<file path="config.mk">
export PLATFORM = sky130hd
export DESIGN_NAME = irq_arb
export DESIGN_NICKNAME = d
export VERILOG_FILES = /design/src/rtl/irq_arb_pkg.sv /design/src/rtl/irq_sync.sv /design/src/rtl/irq_pending.sv /design/src/rtl/irq_prio.sv /design/src/rtl/irq_arb.sv
export SDC_FILE = /design/constraint.sdc
export NUM_CORES = 1
export LEC_CHECK = 0
export BUFFER_PORTS_ARGS = -buffer_cell sky130_fd_sc_hd__buf_2
export CAP_MARGIN = 5
export CORE_MARGIN = 2
export CORE_UTILIZATION = 50
export CTS_BUF_LIST = sky130_fd_sc_hd__clkbuf_16
export CTS_CLUSTER_SIZE = 8
export DETAILED_ROUTE_END_ITERATION = 12
export PLACE_DENSITY = 0.81
export SLEW_MARGIN = 20
export SYNTH_ARGS = -nofsm -noshare
export SYNTH_HDL_FRONTEND = slang
export SYNTH_SLANG_ARGS = --single-unit
</file>
<file path="constraint.sdc">
create_clock -name clk_i -period 2.4 [get_ports clk_i]
set_input_delay 0.24 -clock clk_i [delete_from_list [all_inputs] [get_ports clk_i]]
set_output_delay 0.24 -clock clk_i [all_outputs]
set_load 0.02 [all_outputs]
</file>
<file path="src/rtl/irq_arb_pkg.sv">
package irq_arb_pkg;
  localparam int unsigned IRQ_LINES_DEF = 13;
endpackage

</file>
<file path="src/rtl/irq_sync.sv">
module irq_sync #(
  parameter int unsigned WIDTH  = 13,
  parameter int unsigned STAGES = 2
) (
  input  logic             clk_i,
  input  logic             rst_ni,
  input  logic [WIDTH-1:0] async_i,
  output logic [WIDTH-1:0] sync_o
);
  for (genvar b = 0; b < WIDTH; b++) begin : g_bit
    logic [STAGES-1:0] chain_q;
    always_ff @(posedge clk_i or negedge rst_ni) begin
      if (!rst_ni) chain_q <= '0;
      else         chain_q <= {chain_q[STAGES-2:0], async_i[b]};
    end
    assign sync_o[b] = chain_q[STAGES-1];
  end
endmodule

</file>
<file path="src/rtl/irq_pending.sv">
module irq_pending #(
  parameter int unsigned WIDTH = 13
) (
  input  logic             clk_i,
  input  logic             rst_ni,
  input  logic [WIDTH-1:0] level_i,
  output logic [WIDTH-1:0] pending_o
);
  // each bit is rewritten every cycle from its own synchronised level
  for (genvar b = 0; b < WIDTH; b++) begin : g_bit
    logic pend_q;
    always_ff @(posedge clk_i or negedge rst_ni) begin
      if (!rst_ni) pend_q <= 1'b0;
      else         pend_q <= level_i[b];
    end
    assign pending_o[b] = pend_q;
  end
endmodule

</file>
<file path="src/rtl/irq_prio.sv">
module irq_prio #(
  parameter int unsigned WIDTH = 13,
  localparam int unsigned IDX_W = (WIDTH > 1) ? $clog2(WIDTH) : 1
) (
  input  logic [WIDTH-1:0] req_i,
  output logic             any_o,
  output logic [IDX_W-1:0] idx_o
);
  // ascending scan: last set bit seen is the highest-numbered one
  always_comb begin
    idx_o = '0;
    for (int i = 0; i < WIDTH; i++) begin
      if (req_i[i]) idx_o = IDX_W'(i);
    end
  end
  assign any_o = |req_i;
endmodule

</file>
<file path="src/rtl/irq_arb.sv">
module irq_arb
  import irq_arb_pkg::*;
#(
  parameter int unsigned NUM_LINES   = IRQ_LINES_DEF,
  parameter int unsigned SYNC_STAGES = 2,
  localparam int unsigned IDX_W = (NUM_LINES > 1) ? $clog2(NUM_LINES) : 1
) (
  input  logic                 clk_i,
  input  logic                 rst_ni,
  input  logic [NUM_LINES-1:0] irq_lines_i,
  input  logic [NUM_LINES-1:0] irq_en_mask_i,
  input  logic                 glob_ie_i,
  input  logic                 debug_mode_i,
  output logic [NUM_LINES-1:0] pending_o,
  output logic                 hard_req_o,
  output logic                 wake_o,
  output logic                 take_o,
  output logic [IDX_W-1:0]     sel_line_o
);
  logic [NUM_LINES-1:0] lines_sync;
  logic [NUM_LINES-1:0] masked;
  logic                 masked_any;
  logic [IDX_W-1:0]     top_idx;
  logic                 gate_open;

  irq_sync #(.WIDTH(NUM_LINES), .STAGES(SYNC_STAGES)) i_sync (
    .clk_i  (clk_i),
    .rst_ni (rst_ni),
    .async_i(irq_lines_i),
    .sync_o (lines_sync)
  );

  irq_pending #(.WIDTH(NUM_LINES)) i_pend (
    .clk_i    (clk_i),
    .rst_ni   (rst_ni),
    .level_i  (lines_sync),
    .pending_o(pending_o)
  );

  assign masked = pending_o & irq_en_mask_i;

  irq_prio #(.WIDTH(NUM_LINES)) i_prio (
    .req_i(masked),
    .any_o(masked_any),
    .idx_o(top_idx)
  );

  assign gate_open  = glob_ie_i & ~debug_mode_i;
  assign hard_req_o = |pending_o;
  assign wake_o     = hard_req_o & masked_any;
  assign take_o     = masked_any & gate_open;
  assign sel_line_o = take_o ? top_idx : '0;
endmodule

</file>
==> results.md <==
* Syn_nets at 118
* Synthesized instance count at 88
* WP data arrival at 1.72 ns
* P&R area growth vs syn at 24.9%
* Final non-filler cell area at 1630 um2
* Top sig layer: met4
* Fmax at 0.511 GHz
* Reg2reg path depth at 0
* Core Region at 2480 um2
* RSZ-0062 raised after global routing: no
* Synth Warn # at 0
* Worst-Skew Late Latency at 0.27 ns
* Clock skew at 0.00280 ns
* Number of synthesized flops with an enable pin at 0
* Max Cap Viol at 0
* Clk Tree Root Cell: clkbuf_16
* Slew headroom at 0.482
* Clock Path Buffers at 2
* Final hold violation count at 0
* # diodes at 0
* Iteration-0 DRC Markers at 18
* RR Startpoint: i_sync.g_bit[2].chain_q[0]
* Chip Width at 55.1 um
* PD cells at 866 nW/um2
* WL per Instance at 13.5 um
* Fillers at 193
* Area leader, netlist: dfrtp_1
* Final min period at 1.96 ns
* Reg-to-reg setup timing slack at 1.92 ns
* Worst setup EP type: primary output
* Most frequent cell after synthesis: dfrtp_1
* FF+latch count, synth at 39
* Crit Path Max Fanout at 5
* Gp weighted congestion at 0.611
* Cells taking the most area after synthesis: dfrtp_1 75%, buf_4 7.5%, a22oi_1 2.9%
* Grt ovf at 0
* Share of Yosys cell area claimed by the top area cell type at 0.747
* Drt via density at 5.29
* Port bufs at 49
* CP Launch Point: i_pend.g_bit[4].pend_q
* Post-CTS resize count at 0
* GRT Total Usage at 0.156
* R2R Path End: i_sync.g_bit[2].chain_q[1]
* First-pass GRT wire length at 3070 um
* Setup Fix Bufs, Post-CTS at 0
* Remaining DRCs at 0
* Wire length on met3 at 228 um
* CP Class: reg -> out
* Post-Route WL at 2180 um
* Via Count at 857
* Initial antenna violation count at 0
* Slew @ Worst Pin at 0.777 ns
* Share of cells above drive strength 1 at 0.432
* Core Rows at 18
* Die area at 3040 um2
* Setup crit start kind: register
* Worst endpoint required time at 2.16 ns
* Setup TNS at 0 ns
* Vias in the first global route at 763
* Detail Route met2 WL at 1130 um
* Drt pass-1 iters at 4
* Die Ht at 55.1 um
* Final Max Tran Viols at 0
* FFs w/ async S/R, synth at 1.00
* CTS Buf Count at 5
* Initial core utilization at 0.527
* Post-CTS Hold Buffers at 0
* Pin count of the biggest net entering global routing at 40
* Placed Area at 1490 um2
* Most used DFF post-synth: dfrtp_1
* Routed length on met1 at 806 um
* Status: finished, final reports clean
* Peak VDD IR at 0.820 mV
* Final Cycle Share at 0.816
* Top Ports at 50
* Post-layout nets at 161
* Final ANT Viol Nets at 0
* Hold Path Class: in -> async
* H-tree Lvls at 2
* TritonCTS clock tree: built
* Clock slew seen by the registers of the worst setup and hold paths at 0.05 ns
* Distinct cells, synth at 24
* Commonest cells in the netlist: 39 x dfrtp_1, 13 x buf_4, 6 x nand2_1
* Mapped Area at 1310 um2
* Sequential share of the synthesized area at 0.747
* Clock tree sinks at 39
* Syn avg cell area at 14.8 um2
* Static Leakage at 0.796 nW
* Final setup viols at 0
==> area by class of cell <==
cell class / instances / area [um2] / share of cell area
clock buffers: 5 / 125 / 0.0767
clock inverters: 3 / 15.0 / 0.00920
inverters: 1 / 3.75 / 0.00230
multi-input cells: 35 / 229 / 0.140
flip-flops and latches: 39 / 976 / 0.598
well taps: 30 / 37.5 / 0.0230
repair buffers: 49 / 245 / 0.150
==> state kept, by name, indices dropped and copies added, names as in the netlist <==
signal / count
i_sync.g_bit.chain_q: 26
i_pend.g_bit.pend_q: 13
==> routing by layer <==
metal  global-route usage  vias to the layer above
li1                     -                      393
met5                    0                        -
met3               0.0726                        2
met4               0.0732                        0
met1                0.148                      407
met2                0.282                       55
==> logic make-up (layout without fill, tap and decap cells) <==
| logic type | count (synthesis) | after routing | share of synthesized area |
|---|---|---|---|
| buffers and inverters | 14 | 58 | 0.0776 |
| DFF | 39 | 39 | 0.747 |
| and+or+nand+nor | 18 | 18 | 0.0747 |
| AOI/OAI and AO/OA | 17 | 17 | 0.101 |
==> critical path, cell delays in order (launching register included) <==
cell and delay, ns:
dfrtp_1 0.41, a22o_1 0.23, o21ai_0 0.19, nand2_1 0.09, a221oi_1 0.30, buf_2 0.22
==> per-stage QoR <==
stage	std cells	setup slack (ns)	total power [mW]	util	hold slack, ns
6_report	162	0.443	1.41	0.659	0.0481
5_1_grt	162	0.385	1.48	0.659	0.0653
4_1_cts	162	0.464	1.43	0.659	0.0643
3_5_place_dp	154	0.764	0.830	0.602	0.335
3_3_place_gp	154	0.855	0.824	0.602	0.333
2_1_floorplan	88	0.721	0.782	-	-0.0556
==> worst max path at each step <==
stage | slack (ns) | cells after the start | endpoint
after floorplan | 0.72 | 4 | sel_line_o[1]
after global placement | 0.86 | 5 | sel_line_o[0]
after detailed placement | 0.76 | 5 | sel_line_o[1]
after CTS | 0.46 | 5 | sel_line_o[1]
after global routing | 0.39 | 5 | sel_line_o[1]
final | 0.44 | 5 | sel_line_o[1]
==> power by group <==
part	internal, mW	leakage (nW)	switching [mW]	total (mW)
Sequential	0.692	0.454	0.0186	0.710
Combinational	0.0439	0.276	0.0653	0.109
Clock	0.376	0.0649	0.218	0.594
Total	1.11	0.796	0.302	1.41
==> cells in the final DEF (no fill, tap or decap), drive strengths merged <==
cell / n
buf: 49
dfrtp: 39
nand2: 6
a22oi: 5
clkbuf: 5
nand3: 2
a21oi: 2
nor2: 2
nor4: 2
nand4: 2
clkinv: 2
a22o: 2
and3: 1
inv: 1
nand2b: 1
a41oi: 1
o21ai: 1
a221oi: 1
a31oi: 1
a32o: 1
a222oi: 1
o21a: 1
a32oi: 1
nor4b: 1
nor3: 1
clkinvlp: 1
No activity file was read; power rests on OpenSTA's default activity.
